**src/rtl/hdlc_rxq_pkg.sv**
```systemverilog
// Shared types and helpers for the HDLC receive FIFO controller.
// Assumes the block sizes are fixed at 32/16/4/2 bytes by the threshold code.
package hdlc_rxq_pkg;
    localparam int MAX_BLK = 32;
    localparam int BLK_W   = 6;
    localparam int MASK_W  = 5;

    typedef enum logic [1:0] {
        THR_32 = 2'b00,
        THR_16 = 2'b01,
        THR_4  = 2'b10,
        THR_2  = 2'b11
    } thr_code_e;

    // Block size in bytes selected by a threshold code.
    function automatic logic [BLK_W-1:0] blk_size(input thr_code_e code);
        case (code)
            THR_32:  blk_size = 6'd32;
            THR_16:  blk_size = 6'd16;
            THR_4:   blk_size = 6'd4;
            default: blk_size = 6'd2;
        endcase
    endfunction

    // Counter bits cleared by a release under a threshold code.
    function automatic logic [MASK_W-1:0] clr_mask(input thr_code_e code);
        case (code)
            THR_32:  clr_mask = 5'h1F;
            THR_16:  clr_mask = 5'h0F;
            THR_4:   clr_mask = 5'h03;
            default: clr_mask = 5'h01;
        endcase
    endfunction
endpackage

```
**src/rtl/hdlc_rxq_store.sv**
```systemverilog
// Ring storage for received bytes with a frame-end flag per entry.
// One write port, one combinational read port, and all frame-end flags
// exposed as a vector for the scanner. Assumes DEPTH is a power of two.
module hdlc_rxq_store #(
    parameter int DEPTH = 64,
    parameter int DW    = 8,
    localparam int AW   = $clog2(DEPTH)
) (
    input  logic             clk,
    input  logic             rst_n,
    input  logic             wr_en,
    input  logic [AW-1:0]    wr_addr,
    input  logic [DW-1:0]    wr_data,
    input  logic             wr_eof,
    input  logic [AW-1:0]    rd_addr,
    output logic [DW-1:0]    rd_data,
    output logic [DEPTH-1:0] eof_vec
);
    logic [DW-1:0] mem_q [DEPTH];

    // Write the addressed entry and its frame-end flag.
    always_ff @(posedge clk) begin
        if (!rst_n) begin
            for (int i = 0; i < DEPTH; i++) begin
                mem_q[i]   <= '0;
                eof_vec[i] <= 1'b0;
            end
        end else if (wr_en) begin
            mem_q[wr_addr]   <= wr_data;
            eof_vec[wr_addr] <= wr_eof;
        end
    end

    // Present the entry at the read address.
    assign rd_data = mem_q[rd_addr];
endmodule

```
**src/rtl/hdlc_rxq_eofscan.sv**
```systemverilog
// Finds the first frame-end flag among the buffered entries that follow the
// block base. It looks no further than the block size or the occupancy,
// whichever is smaller. Purely combinational, so the depth grows with MAXB.
module hdlc_rxq_eofscan
    import hdlc_rxq_pkg::*;
#(
    parameter int DEPTH = 64,
    parameter int MAXB  = MAX_BLK,
    localparam int AW   = $clog2(DEPTH)
) (
    input  logic [DEPTH-1:0] eof_vec,
    input  logic [AW-1:0]    base,
    input  logic [AW:0]      occ,
    input  logic [BLK_W-1:0] limit,
    output logic             found,
    output logic [BLK_W-1:0] offset
);
    logic [AW-1:0] idx;

    // Priority search for the nearest frame end inside the window.
    always_comb begin
        found  = 1'b0;
        offset = '0;
        idx    = '0;
        for (int i = 0; i < MAXB; i++) begin
            idx = base + AW'(i);
            if (!found && (BLK_W'(i) < limit) && ((AW+1)'(i) < occ) && eof_vec[idx]) begin
                found  = 1'b1;
                offset = BLK_W'(i);
            end
        end
    end
endmodule

```
**src/rtl/hdlc_rxq_bytecnt.sv**
```systemverilog
// Frame byte counter. It adds each announced block's size, restarts at a new
// frame, and clears masked low bits on a release. Assumes an add and a clear
// never happen in the same cycle.
module hdlc_rxq_bytecnt
    import hdlc_rxq_pkg::*;
#(
    parameter int CNT_W = 12,
    parameter int LO_W  = 8,
    localparam int HI_W = CNT_W - LO_W
) (
    input  logic              clk,
    input  logic              rst_n,
    input  logic              add_en,
    input  logic              restart,
    input  logic [BLK_W-1:0]  amount,
    input  logic              clr_en,
    input  logic [MASK_W-1:0] mask,
    output logic [LO_W-1:0]   cnt_lo,
    output logic [HI_W-1:0]   cnt_hi
);
    logic [CNT_W-1:0] cnt_q;

    // Accumulate block sizes or clear the masked low bits.
    always_ff @(posedge clk) begin
        if (!rst_n)
            cnt_q <= '0;
        else if (add_en)
            cnt_q <= (restart ? '0 : cnt_q) + CNT_W'(amount);
        else if (clr_en)
            cnt_q <= cnt_q & ~CNT_W'(mask);
    end

    assign cnt_lo = cnt_q[LO_W-1:0];
    assign cnt_hi = cnt_q[CNT_W-1:LO_W];
endmodule

```
**src/rtl/hdlc_rxq_ctrl.sv**
```systemverilog
// HDLC receive FIFO block-release controller (top).
// Buffers received bytes in a ring and announces one block at a time, either
// as a pool-full or a message-end. It holds the block until the host releases
// it, and keeps the frame byte count. Assumes DEPTH >= 2*MAX_BLK and
// a power of two.
module hdlc_rxq_ctrl
    import hdlc_rxq_pkg::*;
#(
    parameter int DEPTH = 64,
    parameter int DW    = 8,
    parameter int REG_W = 8,
    parameter int CNT_W = 12,
    parameter int LO_W  = 8,
    localparam int AW   = $clog2(DEPTH),
    localparam int HI_W = CNT_W - LO_W
) (
    input  logic             clk,
    input  logic             rst_n,
    input  logic             rx_valid,
    input  logic [DW-1:0]    rx_data,
    input  logic             rx_eof,
    input  logic             cfg_wr,
    input  logic [REG_W-1:0] cfg_wdata,
    output logic [REG_W-1:0] cfg_rdata,
    input  logic             rd_en,
    output logic [DW-1:0]    rd_data,
    input  logic             rel_cmd,
    input  logic             rxrst_cmd,
    output logic             irq_pool,
    output logic             irq_msgend,
    output logic [LO_W-1:0]  cnt_lo,
    output logic [HI_W-1:0]  cnt_hi,
    output logic             ovf_flag
);
    thr_code_e        thr_q;
    logic [AW-1:0]    wr_ptr;
    logic [AW-1:0]    base_ptr;
    logic [AW:0]      occ;
    logic             pending;
    logic [BLK_W-1:0] blk_len;
    logic [BLK_W-1:0] rd_off;
    logic             new_frame;

    logic             full;
    logic             accept;
    logic             rel_fire;
    logic [BLK_W-1:0] blk_sz;
    logic             scan_found;
    logic [BLK_W-1:0] scan_off;
    logic             me_go;
    logic             pf_go;
    logic [BLK_W-1:0] go_len;
    logic [AW-1:0]    rd_addr;
    logic [DEPTH-1:0] eof_vec;

    assign full     = (occ == (AW+1)'(DEPTH));
    assign accept   = rx_valid && !full;
    assign rel_fire = rel_cmd && pending;
    assign blk_sz   = blk_size(thr_q);
    assign me_go    = !pending && scan_found;
    assign pf_go    = !pending && !scan_found && (occ >= (AW+1)'(blk_sz));
    assign go_len   = me_go ? (scan_off + BLK_W'(1)) : blk_sz;
    assign rd_addr  = base_ptr + AW'(rd_off);
    assign cfg_rdata = {{(REG_W-2){1'b0}}, thr_q};

    hdlc_rxq_store #(.DEPTH(DEPTH), .DW(DW)) u_store (
        .clk     (clk),
        .rst_n   (rst_n),
        .wr_en   (accept),
        .wr_addr (wr_ptr),
        .wr_data (rx_data),
        .wr_eof  (rx_eof),
        .rd_addr (rd_addr),
        .rd_data (rd_data),
        .eof_vec (eof_vec)
    );

    hdlc_rxq_eofscan #(.DEPTH(DEPTH), .MAXB(MAX_BLK)) u_scan (
        .eof_vec (eof_vec),
        .base    (base_ptr),
        .occ     (occ),
        .limit   (blk_sz),
        .found   (scan_found),
        .offset  (scan_off)
    );

    hdlc_rxq_bytecnt #(.CNT_W(CNT_W), .LO_W(LO_W)) u_cnt (
        .clk     (clk),
        .rst_n   (rst_n),
        .add_en  (me_go || pf_go),
        .restart (new_frame),
        .amount  (go_len),
        .clr_en  (rel_fire),
        .mask    (clr_mask(thr_q)),
        .cnt_lo  (cnt_lo),
        .cnt_hi  (cnt_hi)
    );

    // Threshold setting: keep only the code bits of a write.
    always_ff @(posedge clk) begin
        if (!rst_n)
            thr_q <= THR_32;
        else if (cfg_wr)
            thr_q <= thr_code_e'(cfg_wdata[1:0]);
    end

    // Advance the write pointer for each accepted byte.
    always_ff @(posedge clk) begin
        if (!rst_n)
            wr_ptr <= '0;
        else if (accept)
            wr_ptr <= wr_ptr + AW'(1);
    end

    // Occupancy: add accepted bytes, subtract a released block.
    always_ff @(posedge clk) begin
        if (!rst_n)
            occ <= '0;
        else
            occ <= occ + (AW+1)'(accept) - (rel_fire ? (AW+1)'(blk_len) : '0);
    end

    // Block state: announce, hold until release, then free the space.
    always_ff @(posedge clk) begin
        if (!rst_n) begin
            base_ptr <= '0;
            pending  <= 1'b0;
            blk_len  <= '0;
            rd_off   <= '0;
        end else if (rel_fire) begin
            base_ptr <= base_ptr + AW'(blk_len);
            pending  <= 1'b0;
            rd_off   <= '0;
        end else begin
            if (me_go || pf_go) begin
                pending <= 1'b1;
                blk_len <= go_len;
            end
            if (rd_en && pending && (rd_off < blk_len))
                rd_off <= rd_off + BLK_W'(1);
        end
    end

    // Interrupt pulses, one cycle after the decision.
    always_ff @(posedge clk) begin
        if (!rst_n) begin
            irq_pool   <= 1'b0;
            irq_msgend <= 1'b0;
        end else begin
            irq_pool   <= pf_go;
            irq_msgend <= me_go;
        end
    end

    // Mark that the next announcement starts a fresh frame count.
    always_ff @(posedge clk) begin
        if (!rst_n)
            new_frame <= 1'b1;
        else if (me_go)
            new_frame <= 1'b1;
        else if (pf_go)
            new_frame <= 1'b0;
    end

    // Sticky overflow: set on a dropped byte, cleared by receiver reset.
    always_ff @(posedge clk) begin
        if (!rst_n)
            ovf_flag <= 1'b0;
        else if (rxrst_cmd)
            ovf_flag <= 1'b0;
        else if (rx_valid && full)
            ovf_flag <= 1'b1;
    end
endmodule

```
**config.mk**
```make
export PLATFORM = sky130hd
export DESIGN_NAME = hdlc_rxq_ctrl
export DESIGN_NICKNAME = d
export VERILOG_FILES = /design/src/rtl/hdlc_rxq_pkg.sv /design/src/rtl/hdlc_rxq_store.sv /design/src/rtl/hdlc_rxq_eofscan.sv /design/src/rtl/hdlc_rxq_bytecnt.sv /design/src/rtl/hdlc_rxq_ctrl.sv
export SDC_FILE = /design/constraint.sdc
export NUM_CORES = 1
export LEC_CHECK = 0
export ABC_AREA = 0
export BUFFER_PORTS_ARGS = -buffer_cell sky130_fd_sc_hd__buf_4
export CAP_MARGIN = 20
export CORE_MARGIN = 4
export CORE_UTILIZATION = 57
export DETAILED_ROUTE_END_ITERATION = 8
export PLACE_DENSITY = 0.76
export SLEW_MARGIN = 20
export SYNTH_ARGS = -nofsm -noshare
export SYNTH_HDL_FRONTEND = slang
export SYNTH_SLANG_ARGS = --single-unit
```
**constraint.sdc**
```tcl
create_clock -name clk -period 8.25 [get_ports clk]
set_input_delay 1.65 -clock clk [delete_from_list [all_inputs] [get_ports clk]]
set_output_delay 1.65 -clock clk [all_outputs]
set_load 0.03 [all_outputs]
```
* After elaboration in Yosys (flattened, before gate mapping)
Memories as Yosys holds them, arrays and structs flattened.
Cells that the tools add are included.
** Word-level totals
- Logic and storage cells :: 450
- Flip-flop bits (word level) :: 114
- Memories :: 1
- RAM bits :: 512
- Input bits :: 24
- Bits in read-only memories :: 0
- Latch bits :: 0
- Output and inout port bits :: 31
** Memories
- u_store.mem_q :: depth 64, bits a word 8, rd ports 1, clocked after Yosys merged registers in 0, wr ports 64, line hdlc_rxq_store.sv:19 : logic [DW-1:0] mem_q [DEPTH];
** Cells by class
- Add/sub/neg operators :: 39
- Multiply operators :: 0
- Reduce and logical (&&, ||, !) cells :: 146
- Mux-type cells :: 144
- Equality and inequality tests :: 3
- Magnitude comparators :: 100
- Shift-type cells :: 0
- Div/mod/pow operators :: 0
- Bitwise operators :: 4
** Operators by type and width (count)
- 6-bit by 7-bit less-than comparator with 1-bit output, second input constant :: 33
- 1-bit binary-select mux with 6-bit select :: 32
- 5-bit by 7-bit less-than comparator with 1-bit output, first input constant :: 16
- 1-bit logical AND :: 104
- 6-bit by 5-bit adder with 6-bit output, second input constant :: 16
- 5-bit by 6-bit less-than comparator with 1-bit output, first input constant :: 16
- 5-bit two-way mux :: 16
- 1-bit two-way mux :: 71
- 64-bit bitwise mux :: 1
- 4-bit by 7-bit less-than comparator with 1-bit output, first input constant :: 8
- 6-bit by 4-bit adder with 6-bit output, second input constant :: 8
- 4-bit by 6-bit less-than comparator with 1-bit output, first input constant :: 8
- 12-bit two-way mux :: 3
- 1-bit zero test :: 34
- 4-bit two-way mux :: 8
- 3-bit by 7-bit less-than comparator with 1-bit output, first input constant :: 4
- 6-bit by 1-bit adder with 6-bit output, second input constant :: 4
- 6-bit by 3-bit adder with 6-bit output, second input constant :: 4
- 3-bit by 6-bit less-than comparator with 1-bit output, first input constant :: 4
- 6-bit two-way mux :: 3
- 6-bit one-hot mux with 3 select lines :: 1
- 5-bit one-hot mux with 3 select lines :: 1
- 1-bit by 7-bit less-than comparator with 1-bit output, first input constant :: 2
- 2-bit by 7-bit less-than comparator with 1-bit output, first input constant :: 2
- 26 further kinds :: 37

* Depth between registers and ports, before layout
- Word-level depth :: 166
- Depth in mapped cells :: 36
- Gate-level depth less buffers :: 27

* Hierarchy
Synthesis repeated with hierarchy kept, for this count alone.
** Unflattened totals
- Cells, all modules :: 3206
- Area total of the unflattened synthesis :: 38095.3 um^2
** Modules (own cells, without submodules)
- hdlc_rxq_store :: times used 1, seq. area each 16656.0 um^2, area an instance 26117.5 um^2, cells each 1862
- hdlc_rxq_eofscan :: times used 1, seq. area each 0.0 um^2, area an instance 8405.6 um^2, cells each 913
- hdlc_rxq_ctrl :: times used 1, seq. area each 760.7 um^2, area an instance 2675.1 um^2, cells each 318
- hdlc_rxq_bytecnt :: times used 1, seq. area each 240.2 um^2, area an instance 897.1 um^2, cells each 113

* Worst setup path before layout
Ideal clock, no wire load.
- Path kind :: register to register
- From :: reg base_ptr[1]
- To :: reg u_cnt.cnt_q[9]
- Cell stages (with the launch flop) :: 32
- Required time :: 8.180 ns
- Path slack :: 0.482 ns
- Setup time :: 0.070 ns
- Buffers on the path :: 8
- Clock period less this slack :: 7.768 ns
- Arrival :: 7.698 ns
- Cells stage by stage :: dfxtp_1 buf_6 buf_12 buf_12 buf_12 buf_2 buf_2 inv_1 ha_1 buf_2 buf_2 mux4_2 mux4_2 o2111ai_1 o311ai_1 or4_1 nand3b_4 or3_4 or3_1 nand3_1 ha_1 inv_1 or4_4 nand3_1 and2_1 ha_1 a21oi_1 nor2b_1 o21a_1 and3_1 or4b_2 a21oi_1
** On the way
- Elaborated cells on any way between the ends :: 293
- Classes of those cells :: add/sub: 33; mux: 129; reduce/logical: 131
** RTL lines
- start: declaration :: line hdlc_rxq_ctrl.sv:37 : logic [AW-1:0] base_ptr;
- start signal: assignment :: line hdlc_rxq_ctrl.sv:131 : base_ptr <= base_ptr + AW'(blk_len);
- branches (longest 160 deep; another with 6-bit by 1-bit adder with 6-bit output)
- 6-bit two-way mux * :: line hdlc_rxq_ctrl.sv:62 : assign go_len = me_go ? (scan_off + BLK_W'(1)) : blk_sz;
- via go_len[4] :: line hdlc_rxq_ctrl.sv:52 : logic [BLK_W-1:0] go_len;
- 12-bit by 6-bit adder with 12-bit output * :: line hdlc_rxq_bytecnt.sv:28 : cnt_q <= (restart ? '0 : cnt_q) + CNT_W'(amount);
- 12-bit two-way mux * :: line hdlc_rxq_bytecnt.sv:27 : else if (add_en)
- end signal: assignment :: line hdlc_rxq_bytecnt.sv:28
- end signal: assignment :: line hdlc_rxq_bytecnt.sv:30 : cnt_q <= cnt_q & ~CNT_W'(mask);
- end: declaration :: line hdlc_rxq_bytecnt.sv:21 : logic [CNT_W-1:0] cnt_q;
Mark *: on every way through the listed nets, which the timed path passes. The select of a mux whose other input is x is not followed.
A chain may end at the register's enable or synchronous reset.

* Final worst setup path
Same ends and word-level chain as after synthesis.

==> results.py <==
metrics = {
    "cts": {
        "clkSinkCount": 626,
        "numCtsBuffers": 66,
        "htreeDepth": 3,
        "clock_latency_ps": 620,
        "cts.root.buffer_cell": "clkbuf_16",
        "clk_pin_slew_worst_paths_ps": 60,
        "post_cts_buffers": 0,
        "cts_resized": 0,
        "ctsHoldBuffers": 0,
        "cts.path.max_buffers": 3,
        "cts_tree": "built",
    },
    "synth": {
        "synth-edff-count": 512,
        "synth_top_area_share": 0.406,
        "synth-compound-area-share": 0.0643,
        "yosysSeqAreaShare": 0.466,
        "yosysMostFrequentCell": "and2_1",
        "synth_fa_ha_area_frac": 0.0209,
        "synth_cell_types": 87,
        "synth-seq-cells": 626,
        "postSynthCellCount": 3003,
        "synth_area_mm2": 0.0379,
        "syn_area_per_cell_um2": 12.6,
        "synth_top_cell_by_area": "edfxtp_1",
        "ys.warnings.count": 0,
        "synth_xor_area_frac": 0.0203,
        "synthFlopType": "edfxtp_1",
        "postSynth.asyncResetShare": 0,
        "synth.area.mux_share": 0.240,
        "synth_area_leaders": "edfxtp_1 41%, mux4_2 19%, and2_1 8.6%",
        "synth_common_cells": "523 x and2_1, 512 x edfxtp_1, 318 x mux4_2",
        "synth_simple_gate_area_frac": 0.150,
        "synth_top_family_by_area": "multiplexers",
    },
    "timing": {
        "fmax_mhz": 132,
        "fin_hold_ws_ps": 498,
        "tns_ps": 0,
        "worst_pin_slew_ps": 1120,
        "min_period_over_period": 0.915,
        "hold_viol_final": 0,
        "finalClockSkew_ps": 21.7,
        "rsz0062_at_grt": "false",
        "slew-limit-headroom": 0.247,
        "finalSetupViolations": 0,
        "min_period_ps": 7550,
        "slew_viol_final": 0,
    },
    "routing": {
        "wirelength_um": 109000,
        "wl_per_cell_um": 27.7,
        "avgViaCountPerCell": 6.76,
        "drtPass1Iterations": 6,
        "vias": 26500,
        "drc_errors": 0,
        "drt-initial-drc-count": 3102,
        "drtAntennaViolNets": 0,
    },
    "placed_design": {
        "hpwlAfterDp_um": 75800,
        "dpl.cell_count": 3793,
        "portBuffers": 42,
        "gp_congestion": 1.01,
    },
    "floorplanning": {
        "die-width_um": 266,
        "initial_core_util": 0.576,
        "rows": 94,
        "die_area_mm2": 0.0707,
        "top_level_ports": 55,
        "core_mm2": 0.0659,
        "die_h_um": 266,
    },
    "grt": {
        "antenna_found_initial": 1,
        "grt_overflow_total": 0,
        "grt_pass1_vias": 26100,
        "grt_pass1_wl_um": 165000,
        "track_usage": 0.306,
        "grt_max_degree": 93,
    },
    "pwr": {
        "p_switching_w": 0.00311,
        "powerDensity_mw_per_mm2": 233,
        "internal-power_w": 0.00655,
        "leakage_nw": 14.5,
        "clockPowerShare": 0.309,
        "sw_frac_of_total": 0.322,
        "combPwrFrac": 0.307,
        "seq_power_share": 0.384,
        "ir_drop_mv": 0.187,
    },
    "status": {
        "status": "complete, no violations",
    },
    "setup_path": {
        "worstSetupPathType": "reg2reg",
        "arrival_ps": 8080,
        "crit_required_ps": 8780,
        "crit_fanout": 64,
        "end_kind": "flop",
        "cp-start-kind": "flop",
    },
    "finish": {
        "drive_gt1_frac": 0.212,
        "finalNonFillerCells": 3914,
        "num-nets-final": 3082,
        "antenna_cells": 0,
        "synthToLayoutAreaGrowth_pct": 9.23,
    },
    "flow_run": {
        "maxCapViolCount": 0,
    },
    "hold_path": {
        "hold_class": "reg2reg",
    },
}
## placed cells by master, fill, tap and decap left out, types with 96 or more instances in the layout
master / count
o21ai_0: 159
inv_1: 96
mux4_2: 318
nand2_1: 166
nor2_1: 103
buf_4: 152
edfxtp_1: 512
and2_1: 523
mux2i_1: 115
dfxtp_1: 110
## worst paths after layout
path,depth (start not counted),startpoint,end,slack (ps)
min reg2reg,2,u_cnt.cnt_q[0],u_cnt.cnt_q[0],500
min,2,u_cnt.cnt_q[0],u_cnt.cnt_q[0],500
max reg2reg,24,base_ptr[1],u_cnt.cnt_q[9],700
max,24,base_ptr[1],u_cnt.cnt_q[9],700
## through the flow
stage / utilization / power, W / setup slack (ps) / area (um^2)
final: 0.629 / 0.00966 / 702 / 41400
after global routing: 0.629 / 0.0101 / 369 / 41400
after CTS: 0.628 / 0.00966 / 868 / 41400
after detailed placement: 0.596 / 0.00671 / 880 / 39200
after global placement: 0.595 / 0.00663 / 956 / 39200
after floorplan: - / 0.00586 / 482 / 37900
## registers in the layout, summed over array words and instances, names as in the netlist
| register | flops |
|---|---|
| irq_msgend | 1 |
| wr_ptr | 6 |
| irq_pool | 1 |
| u_store.mem_q | 512 |
| pending | 1 |
| base_ptr | 6 |
| rd_off | 6 |
| ovf_flag | 1 |
| blk_len | 6 |
| u_cnt.cnt_q | 12 |
| occ | 7 |
| new_frame | 1 |
| u_store.eof_vec | 64 |
| thr_q | 2 |
## worst max-delay path: stages (launching register included)
cell and delay, ps:
dfxtp_4 360, buf_4 680, mux4_2 610, a22o_1 260, a31o_2 230, nor4_1 380
buf_4 220, o311ai_1 240, or4_1 550, nand3b_4 220, or3_4 440, or3_1 400
nand3_1 170, ha_1 210, inv_1 70, or4_4 540, nand3_1 90, and2_1 160
ha_1 190, a21oi_1 90, nor2b_1 170, o21a_1 160, and3_1 220, or4b_2 600
a21oi_1 150
## routing by layer
metal / track usage / wire length [um] / vias to the layer above
li1: - / - / 11300
met1: 0.431 / 41500 / 13400
met2: 0.471 / 50600 / 1539
met3: 0.0617 / 11500 / 269
met4: 0.130 / 4850 / 2
met5: 0 / 10 / -
## logic make-up after synthesis
group,Yosys count
AO/OA/AOI/OAI,402
XOR/XNOR,88
adder cells (fa/ha/maj),61
buffers and inverters,334
flip-flops,626
multiplexers,480
other,1
AND/OR/NAND/NOR,1011
## power by group through the flow
stage                     clock network (W)  registers, W  logic, W
after global placement                    0       0.00376   0.00287
after floorplan                           0       0.00373   0.00214
after global routing                0.00315       0.00373   0.00317
final                               0.00298       0.00371   0.00297
after CTS                           0.00301       0.00371   0.00294
after detailed placement                  0       0.00377   0.00294
## area by class of cell
type | instances | area [um^2]
Fill cell | 4865 | 24400
Sequential cell | 626 | 17700
Tap cell | 864 | 1080
Inverter | 100 | 375
Multi-Input combinational cell | 2048 | 18900
Timing Repair Buffer | 155 | 1200
Clock buffer | 81 | 1750
Clock inverter | 40 | 408
Power figures use the tool's default switching activity.
